==> src/rtl/sysclk_div_pkg.sv <==
package sysclk_div_pkg;
  // widths fixed by the ratio set {1,2,4}
  localparam int SEL_W = 2;
  localparam int SH_W  = 2;               // log2 of the ratio, 0..2
  localparam int MAX_SH = 2;
  localparam int CNT_W = MAX_SH + 1;      // counts 0 .. 2*4-1

  typedef logic [SH_W-1:0]  shift_t;
  typedef logic [CNT_W-1:0] count_t;

  // map the reduced-rate selector onto a ratio exponent
  function automatic shift_t sel_to_shift(input logic [SEL_W-1:0] sel);
    shift_t s;
    case (sel)
      2'b00:   s = shift_t'(0);
      2'b01:   s = shift_t'(1);
      default: s = shift_t'(MAX_SH);
    endcase
    return s;
  endfunction

  // last count value of a period with ratio 2**sh: 2*N - 1
  function automatic count_t period_last(input shift_t sh);
    logic [CNT_W:0] full;
    full = ({{CNT_W{1'b0}}, 1'b1} << (sh + 1));
    return count_t'(full - 1'b1);
  endfunction
endpackage

==> src/rtl/sysclk_wake_eval.sv <==
module sysclk_wake_eval
  import sysclk_div_pkg::*;
#(
  parameter int LVL_W = 3
) (
  input  logic             clk,
  input  logic             rst_n,
  input  logic [LVL_W-1:0] irq_level,
  input  logic [LVL_W-1:0] irq_thresh,
  input  logic             ctrl_busy,
  input  logic             busy_wake_en,
  input  logic [SEL_W-1:0] lo_div_sel,
  output shift_t           next_sh_q,
  output logic             wake_q
);
  logic irq_wake, busy_wake, wake_now;

  assign irq_wake  = (irq_level > irq_thresh);
  assign busy_wake = ctrl_busy & busy_wake_en;
  assign wake_now  = irq_wake | busy_wake;

  always_ff @(posedge clk or negedge rst_n) begin
    if (!rst_n) begin
      wake_q    <= 1'b1;
      next_sh_q <= '0;
    end else begin
      wake_q    <= wake_now;
      next_sh_q <= wake_now ? shift_t'(0) : sel_to_shift(lo_div_sel);
    end
  end


  irq_wake_chk: assert property (@(posedge clk) disable iff (!rst_n)
    (irq_level > irq_thresh) |=> (next_sh_q == shift_t'(0)));


  zero_level_chk: assert property (@(posedge clk) disable iff (!rst_n)
    ((irq_level == '0) && !ctrl_busy) |=> (next_sh_q == sel_to_shift($past(lo_div_sel))));


  busy_gate_chk: assert property (@(posedge clk) disable iff (!rst_n)
    (!busy_wake_en && (irq_level <= irq_thresh)) |=> !wake_q);
endmodule

==> src/rtl/sysclk_period_gen.sv <==
module sysclk_period_gen
  import sysclk_div_pkg::*;
(
  input  logic   clk,
  input  logic   rst_n,
  input  shift_t next_sh,
  output count_t cnt_nxt,
  output shift_t cur_sh,
  output logic   boundary
);
  count_t cnt;
  shift_t sh_nxt;

  assign boundary = (cnt == period_last(cur_sh));
  assign cnt_nxt  = boundary ? '0 : count_t'(cnt + 1'b1);
  assign sh_nxt   = boundary ? next_sh : cur_sh;

  always_ff @(posedge clk or negedge rst_n) begin
    if (!rst_n) begin
      cnt    <= '0;
      cur_sh <= '0;
    end else begin
      cnt    <= cnt_nxt;
      cur_sh <= sh_nxt;
    end
  end


  cnt_in_range_chk: assert property (@(posedge clk) disable iff (!rst_n)
    cnt <= period_last(cur_sh));


  ratio_hold_chk: assert property (@(posedge clk) disable iff (!rst_n)
    !boundary |=> $stable(cur_sh));


  ratio_load_chk: assert property (@(posedge clk) disable iff (!rst_n)
    boundary |=> (cur_sh == $past(next_sh)));
endmodule

==> src/rtl/sysclk_clk_out.sv <==
module sysclk_clk_out
  import sysclk_div_pkg::*;
#(
  parameter int NUM_OUT = 2
) (
  input  logic               clk,
  input  logic               rst_n,
  input  count_t             cnt_nxt,
  output logic [NUM_OUT-1:0] gclk_q
);
  logic start_nxt;
  assign start_nxt = (cnt_nxt == '0);

  for (genvar g = 0; g < NUM_OUT; g++) begin : g_copy
    always_ff @(posedge clk or negedge rst_n) begin
      if (!rst_n) gclk_q[g] <= 1'b1;
      else        gclk_q[g] <= start_nxt;
    end
  end


  copies_match_chk: assert property (@(posedge clk) disable iff (!rst_n)
    gclk_q == {NUM_OUT{gclk_q[0]}});


  high_one_cycle_chk: assert property (@(posedge clk) disable iff (!rst_n)
    gclk_q[0] |=> !gclk_q[0]);
endmodule

==> src/rtl/sysclk_divider.sv <==
module sysclk_divider
  import sysclk_div_pkg::*;
#(
  parameter int LVL_W   = 3,
  parameter int NUM_OUT = 2
) (
  input  logic               clk,
  input  logic               rst_n,
  input  logic [LVL_W-1:0]   irq_level,
  input  logic [LVL_W-1:0]   irq_thresh,
  input  logic               ctrl_busy,
  input  logic               busy_wake_en,
  input  logic [1:0]         lo_div_sel,
  output logic [NUM_OUT-1:0] gclk_o,
  output logic               fast_o
);
  shift_t next_sh;
  shift_t cur_sh;
  count_t cnt_nxt;
  logic   wake_q;
  logic   boundary;

  sysclk_wake_eval #(.LVL_W(LVL_W)) wake_i (
    .clk(clk), .rst_n(rst_n), .irq_level(irq_level), .irq_thresh(irq_thresh),
    .ctrl_busy(ctrl_busy), .busy_wake_en(busy_wake_en), .lo_div_sel(lo_div_sel),
    .next_sh_q(next_sh), .wake_q(wake_q)
  );

  sysclk_period_gen per_i (
    .clk(clk), .rst_n(rst_n), .next_sh(next_sh),
    .cnt_nxt(cnt_nxt), .cur_sh(cur_sh), .boundary(boundary)
  );

  sysclk_clk_out #(.NUM_OUT(NUM_OUT)) out_i (
    .clk(clk), .rst_n(rst_n), .cnt_nxt(cnt_nxt), .gclk_q(gclk_o)
  );

  assign fast_o = (cur_sh == shift_t'(0));


  fast_at_start_chk: assert property (@(posedge clk) disable iff (!rst_n)
    !$stable(fast_o) |-> gclk_o[0]);


  wake_forces_fast_chk: assert property (@(posedge clk) disable iff (!rst_n)
    (boundary && wake_q) |=> fast_o);
endmodule

==> config.mk <==
export PLATFORM = sky130hd
export DESIGN_NAME = sysclk_divider
export DESIGN_NICKNAME = d
export VERILOG_FILES = /design/src/rtl/sysclk_div_pkg.sv /design/src/rtl/sysclk_wake_eval.sv /design/src/rtl/sysclk_period_gen.sv /design/src/rtl/sysclk_clk_out.sv /design/src/rtl/sysclk_divider.sv
export SDC_FILE = /design/constraint.sdc
export NUM_CORES = 1
export LEC_CHECK = 0
export BUFFER_PORTS_ARGS = -buffer_cell sky130_fd_sc_hd__buf_2
export CAP_MARGIN = 20
export CORE_AREA = 5 5 42 44
export CTS_BUF_LIST = sky130_fd_sc_hd__clkbuf_4 sky130_fd_sc_hd__clkbuf_8
export DETAILED_ROUTE_END_ITERATION = 12
export DIE_AREA = 0 0 47 49
export GPL_TIMING_DRIVEN = 0
export PLACE_DENSITY_LB_ADDON = 0.05
export SYNTH_ARGS = -nofsm -noshare
export SYNTH_HDL_FRONTEND = slang
export SYNTH_HIERARCHICAL = 1
export SYNTH_SLANG_ARGS = --single-unit
==> constraint.sdc <==
create_clock -name clk -period 3.6 [get_ports clk]
set_clock_uncertainty 0.15 [all_clocks]
set_input_delay 0.72 -clock clk [delete_from_list [all_inputs] [get_ports clk]]
set_output_delay 0.72 -clock clk [all_outputs]
set_load 0.02 [all_outputs]
### Word-level counts from Yosys, hierarchy flattened

Cells that the tools add are included.

| operators by class | value |
|---|---|
| add/subtract/negate cells | 3 |
| order comparisons | 1 |
| eq/ne operators | 2 |
| shift-type cells | 1 |
| multiplexer cells | 3 |
| bitwise gates (word level) | 2 |
| reductions and logical operators | 3 |

Operator list:

| kind | number |
|---|---|
| << shifter 1 x 32 -> 3 bit, first input constant | 1 |
| zero test 2 bit | 2 |
| case mux 2 bit (2 select lines) | 1 |
| adder 2 x 1 -> 3 bit, second input constant | 1 |
| adder 3 x 1 -> 3 bit, second input constant | 1 |
| == test 3 bit | 1 |
| greater-than comparator 3 bit | 1 |
| zero test 3 bit | 1 |
| two-way mux 3 bit | 1 |
| subtractor 3 x 1 -> 3 bit, second input constant | 1 |
| == test 2 x 1 -> 1 bit, second input constant | 1 |
| two-way mux 2 bit | 1 |
| bitwise AND 1 bit | 1 |
| OR 1 bit | 1 |

| word-level totals | value |
|---|---|
| register bits after elaboration | 8 |
| input bits | 12 |
| output and inout port bits | 3 |
| word-level logic and storage cells | 19 |

### Logic depth before layout (Yosys ltp)

Gate-level depths: netlist of the first run.

| depth | value |
|---|---|
| depth in word-level cells | 6 |
| depth in mapped cells | 5 |
| gate-level depth less buffers | 5 |

### Hierarchy

Netlist of the first run, hierarchy kept.

Modules (own cells, without submodules):

| module | instances | cells an instance | area an instance (um^2) | seq. area each (um^2) |
|---|---|---|---|---|
| sysclk_period_gen | 1 | 34 | 304.0 | 125.1 |
| sysclk_wake_eval | 1 | 19 | 181.4 | 76.3 |
| sysclk_clk_out | 1 | 3 | 43.8 | 26.3 |
| sysclk_divider | 1 | 1 | 3.8 | 0.0 |

### Worst setup path after synthesis of the first run

No wires, ideal clock.

| timing path | value |
|---|---|
| path kind | in2reg |
| start point | input port irq_thresh[1] |
| end point | register wake_i/wake_q (netlist name) |
| setup time | 79 ps |
| arrival time | 1,466 ps |
| data required time | 3,371 ps |
| path slack | 1,905 ps |
| cell stages on the path | 4 |
| path buffers | 0 |
| path through | inv_1 -> ha_1 -> a211o_1 -> a22o_1 |

RTL lines:

| item | line | RTL |
|---|---|---|
| from (decl) | sysclk_divider.sv:10 | `input logic [LVL_W-1:0] irq_thresh,` |

### Worst setup path in the final report of the first run

| timing path | value |
|---|---|
| start point | register out_i.gclk_q[1] |
| end point | output port gclk_o[1] |

RTL lines:

| item | line | RTL |
|---|---|---|
| from (decl) | sysclk_clk_out.sv:9 | `output logic [NUM_OUT-1:0] gclk_q` |
| from (signal, indexed assignment) | sysclk_clk_out.sv:17 | `else gclk_q[g] <= start_nxt;` |
| to (decl) | sysclk_divider.sv:14 | `output logic [NUM_OUT-1:0] gclk_o,` |

No word-level cell between the ends.

==> results of run 1 <==
==> worst max-delay path: stages, from the launching register on <==
cell and delay (ns):
dfstp_2 0.52, buf_4 0.09, buf_2 0.14
==> flip-flops by register name, indices dropped and copies added (netlist names) <==
| signal | cells |
|---|---|
| out_i/gclk_q | 1 |
| per_i/cnt | 3 |
| per_i/cur_sh | 2 |
| wake_i/next_sh_q | 2 |
==> placed cells by master (no fill, tap or decap) <==
master and count:
nor3_1 1, o21ai_0 1, xor2_1 1, nand2_1 6
o32ai_1 1, nor2_1 2, xnor2_1 1, a21oi_1 5
buf_4 1, dfrtp_1 7, o221a_2 1, a211oi_1 1
nor4bb_1 1, nor3_2 1, a41oi_1 1, ha_1 4
nand2b_1 1, buf_6 1, inv_1 7, dfstp_2 1
nand4_1 1, buf_2 15, a31oi_1 1, o21ai_1 1
clkbuf_4 4, a211o_1 1, nand3b_1 1
==> power groups by stage <==
stage	clock network (W)	logic (W)	registers [W]
after CTS	0.0000832	0.000184	0.000143
after global placement	0	0.000183	0.000144
after floorplan	0	0.000148	0.000138
final	0.0000786	0.000181	0.000142
after global routing	0.0000909	0.000208	0.000146
after detailed placement	0	0.000183	0.000144
==> path summary, 6_finish.rpt <==
kind	cells after the start	startpoint	to	slack [ns]
min	1	rst_n	wake_i/next_sh_q[1]$_DFF_PN0_	0.15
max	2	out_i/gclk_q[1]$_DFF_PN1_	gclk_o[1]	1.73
min in group clk	2	wake_i/next_sh_q[0]$_DFF_PN0_	per_i/cur_sh[0]$_DFFE_PN0N_	0.41
max reg2reg	4	per_i/cnt[0]$_DFF_PN0_	out_i/gclk_q[1]$_DFF_PN1_	2.26
max in group asynchronous	1	rst_n	out_i/gclk_q[1]$_DFF_PN1_	2.91
min reg2reg	2	wake_i/next_sh_q[0]$_DFF_PN0_	per_i/cur_sh[0]$_DFFE_PN0N_	0.41
==> layer usage <==
layer  share of wire  vias to the layer above  global-route usage
met2            0.47                        6               0.127
met1            0.48                      183               0.115
li1                -                      214                   -
met4               0                        0              0.0276
met5               0                        -                   0
met3           0.051                        0              0.0332
==> stage by stage <==
| stage | cells | instance area (um2) | utilization | worst slack (ns) | hold slack [ns] |
|---|---|---|---|---|---|
| after global routing | 85 | 601 | 0.429 | 1.67 | 0.146 |
| after floorplan | 51 | 480 | - | 1.99 | 0.274 |
| after CTS | 85 | 601 | 0.429 | 1.72 | 0.144 |
| after detailed placement | 81 | 571 | 0.407 | 1.82 | 0.408 |
| final | 85 | 601 | 0.429 | 1.73 | 0.151 |
| after global placement | 81 | 571 | 0.407 | 1.83 | 0.409 |
==> final cells by class <==
cell class              instances  area, um2
repair buffers                 14       70.1
well taps                      16       20.0
plain buffers                   3       23.8
multi-input cells              33        229
fillers                       155        801
flip-flops and latches          8        201
inverters                       7       26.3
clock buffers                   4       30.0
==> summary.md, run 1 <==
| Metric | Value |
|---|---|
| Seq pwr share | 0.355 |
| IO Port Bufs | 14 |
| Switch share | 0.374 |
| TritonCTS buffer count | 3 |
| Max-Slew Margin vs Limit | 0.847 |
| Hold Crit Class | in -> async |
| CTS-repair resized insts | 0 |
| Final setup fails | 0 |
| Worst Setup End Kind | output pin |
| Total gr overflow | 0 |
| DP HPWL | 728 um |
| Std-Cell Rows | 14 |
| Tmin final | 1.87 ns |
| Setup crit start kind | flop |
| # hold bufs at CTS | 0 |
| First-pass GRT wire length | 1.50 mm |
| Total Power | 0.000402 W |
| WL final | 845 um |
| Fin Setup TNS | 0 ns |
| Syn. warnings | 6 |
| Classification of the worst setup path | reg -> out |
| Clock tree buffer depth | 2 |
| Final Max Tran Viols | 0 |
| Routed vias/inst | 4.74 |
| TritonRoute pass-1 iters | 4 |
| Leakage | 0.328 nW |
| # nets final | 86 |
| Peak Freq | 536 MHz |
| Routed WL per cell | 9.94 um |
| Initial DRC count | 2 |
| Die Wd | 47 um |
| Syn Area/Cell | 9.42 um2 |
| CTS tree | yes |
| Logic gate share of total power | 0.450 |
| Status | finished, final reports clean |
| Pwr/cell area | 669 nW/um2 |
| Maximum fanout along the worst path | 2 |
| Syn-to-layout area delta | 25.0% |
| Core area | 1400 um2 |
| Die Footprint | 2300 um2 |
| Final Hold Viols | 0 |
| Worst-skew pair later-pin latency | 0.25 ns |
| RSZ-0062 raised after global routing | no |
| Layout cells sized above 1 | 0.348 |
| Final Wtd Congestion | 0.736 |
| Number of global-route vias before repair | 382 |
| Antenna violations before repair | 0 |
| Fin crit share | 0.519 |
| Worst slew pin tran | 0.227 ns |
| Worst Path Required | 2.73 ns |
| GRT Total Usage | 0.0866 |
| Deepest level of the CTS H-tree | 1 |
| Clock sink count | 8 |
| Post-CTS Setup Bufs | 0 |
| Clk pwr share | 0.196 |
| Ant diodes | 0 |
| Root Driver | clkbuf_4 |
| Syn_nets | 67 |
| # IOs | 15 |
| Die Y-Extent | 49 um |
| Antenna-violating nets left | 0 |
| Largest net degree at the start of global routing | 9 |
| Worst-path clk slew | 0.06 ns |
| Max-Cap Viols | 0 |
| Gate Count Post-Synth | 51 |
| Max IR drop VDD | 0.338 mV |
| Arrival time worst endpoint | 1.00 ns |
| Sw power | 0.000150 W |
| Starting Density | 0.343 |
| Internal | 0.000251 W |
| Synthesized area | 480 um2 |
| Via count | 403 |
| Number of remaining DRC errors | 0 |
Power figures use the tool's default switching activity.
==> run 2: changes to the inputs <==
Clock period 3.6 ns to 1.65 ns, I/O delays scaled along.
==> summary.md, run 2 (synthesized netlist as in run 1, its figures left out) <==
| Metric | Value |
|---|---|
| # IOs | 15 (unchanged) |
| TritonRoute pass-1 iters | 4 (unchanged) |
| Deepest level of the CTS H-tree | 1 (unchanged) |
| Area of the multi-input gates | 229 um2 (unchanged) |
| Leakage | 0.332 nW (+1.3%) |
| Final setup fails | 0 (unchanged) |
| Clock tree buffer depth | 2 (unchanged) |
| Fill count | 154 (-0.65%) |
| Max IR drop VDD | 0.740 mV (+120%) |
| Number of remaining DRC errors | 0 (unchanged) |
| CTS-repair resized insts | 0 (unchanged) |
| CP delay by family, top | flip-flops |
| Antenna-violating nets left | 0 (unchanged) |
| Reg-to-reg setup timing slack | 0.30 ns (-1.96 ns) |
| Routed WL per cell | 10.0 um (+0.83%) |
| Hold Crit Class | in -> reg |
| Worst-path clk slew | 0.06 ns (about the same) |
| Via count | 407 (+0.99%) |
| Final std cells w/o fill | 86 (+1.2%) |
| Std-Cell Rows | 14 (unchanged) |
| Fin crit share | 0.896 |
| GRT Total Usage | 0.0881 (+0.00142) |
| Classification of the worst setup path | reg -> out |
| # nets final | 87 (+1.2%) |
| CP bufs+invs | 2 (unchanged) |
| Number of global-route vias before repair | 388 (+1.6%) |
| Biggest register | per_i/cnt |
| Final Max Tran Viols | 0 (unchanged) |
| Layout cells sized above 1 | 0.343 (-0.00497) |
| Met3 GRT Util | 0.0332 (unchanged) |
| Final hold slack | 0.148 ns (-0.00245 ns) |
| Critical-path top delay cell | dfstp_2 |
| CP max stage delay | 0.52 ns (about the same) |
| Starting Density | 0.343 (unchanged) |
| Most common cell after layout, fill and taps aside | buf_2 |
| RSZ-0062 raised after global routing | no |
| Worst-skew pair later-pin latency | 0.25 ns (about the same) |
| Clock sink count | 8 (unchanged) |
| Peak Freq | 677 MHz |
| Worst Setup End Kind | output pin |
| Initial DRC count | 2 (unchanged) |
| TritonCTS buffer count | 3 (unchanged) |
| Die Y-Extent | 49 um (unchanged) |
| Ant diodes | 0 (unchanged) |
| Arrival time worst endpoint | 1.00 ns (about the same) |
| Max-Cap Viols | 0 (unchanged) |
| Setup crit start kind | flop |
| Status | finished, final reports clean |
| Max-Slew Margin vs Limit | 0.847 (unchanged) |
| Final WS setup | 0.172 ns (-1.56 ns) |
| Worst slew pin tran | 0.227 ns (unchanged) |
| Tmin final | 1.48 ns |
| Largest regs | per_i/cnt: 3 flops, per_i/cur_sh: 2 flops, wake_i/next_sh_q: 2 flops |
| Met2 usage | 0.131 (+0.00452) |
| Dpl ws | 0.262 ns (-1.56 ns) |
| Max reg flops | 3 (unchanged) |
| Antenna violations before repair | 0 (unchanged) |
| Fin Setup TNS | 0 ns (unchanged) |
| Met1 Use GR | 0.115 (unchanged) |
| Worst Path Required | 1.17 ns (-1.56 ns) |
| CTS tree | yes |
| Die Footprint | 2300 um2 (unchanged) |
| WL final | 862 um (+2.0%) |
| Critical path cell sequence | buf_4 -> buf_2 |
| Pwr/cell area | 1440 nW/um2 (+120%) |
| IO Port Bufs | 14 (unchanged) |
| Routed vias/inst | 4.73 (-0.18%) |
| Placed cells | 81 (unchanged) |
| Final Wtd Congestion | 0.736 (unchanged) |
| GRT Max-Usage Layer | met2 |
| Largest net degree at the start of global routing | 9 (unchanged) |
| Total Power | 0.000878 W (+120%) |
| Total gr overflow | 0 (unchanged) |
| FF/Latch Area | 201 um2 (unchanged) |
| Root Driver | clkbuf_4 |
| Maximum fanout along the worst path | 2 (unchanged) |
| Syn-to-layout area delta | 27.1% |
| Die Wd | 47 um (unchanged) |
| Final Hold Viols | 0 (unchanged) |
| First-pass GRT wire length | 1.52 mm (+1.3%) |
| Most frequent cells in the layout | 15 x buf_2, 7 x inv_1, 7 x dfrtp_1, 6 x nand2_1, 5 x a21oi_1 |
| Core area | 1400 um2 (unchanged) |
| DP HPWL | 728 um (unchanged) |
## run 2: final cells by class
type,instances,share of cell area
buffer,3,0.0389
clock buffer,4,0.0492
sequential,8,0.330
multi-input combinational,33,0.375
tap,16,0.0328
inverter,7,0.0430
timing repair buffer,15,0.131
## run 2: repair_timing
item                                   CTS  global route
buffers inserted                         0             0
hold buffers                             1             0
endpoints found under the hold margin    8             0
## run 2: metal layers
| layer | vias to the layer above | wire length (um) |
|---|---|---|
| met5 | - | 0 |
| met4 | 0 | 0 |
| met3 | 0 | 43 |
| met2 | 6 | 409 |
| met1 | 185 | 410 |
| li1 | 216 | - |
## run 2: final timing paths
kind,depth (start not counted),endpoint,startpoint
max,2,gclk_o[1],out_i/gclk_q[1]$_DFF_PN1_
min,3,wake_i/next_sh_q[1]$_DFF_PN0_,lo_div_sel[1]
max reg2reg,4,out_i/gclk_q[1]$_DFF_PN1_,per_i/cnt[0]$_DFF_PN0_
min reg2reg,2,per_i/cur_sh[0]$_DFFE_PN0N_,wake_i/next_sh_q[0]$_DFF_PN0_
max in group asynchronous,2,out_i/gclk_q[1]$_DFF_PN1_,rst_n
min in group asynchronous,2,wake_i/next_sh_q[1]$_DFF_PN0_,rst_n
## run 2: metrics by stage
| stage | utilization | instance area [um2] |
|---|---|---|
| 4_1_cts | 0.436 | 611 |
| 3_3_place_gp | 0.407 | 571 |
| 3_5_place_dp | 0.407 | 571 |
| 5_1_grt | 0.436 | 611 |
| 6_report | 0.436 | 611 |
| 2_1_floorplan | - | 480 |
## run 2: power by group
| group | switching [W] | total (W) | internal, W |
|---|---|---|---|
| Clock | 0.0000628 | 0.000171 | 0.000109 |
| Combinational | 0.000209 | 0.000396 | 0.000188 |
| Sequential | 0.0000569 | 0.000311 | 0.000254 |
| Total | 0.000328 | 0.000878 | 0.000550 |
## run 2: worst register-to-register path: cells and delay by family, from the launching register on
family / cells / cell delay, ns
flops: 1 / 0.43
simple gates: 2 / 0.43
compound gates: 1 / 0.14
buf+inv: 1 / 0.12
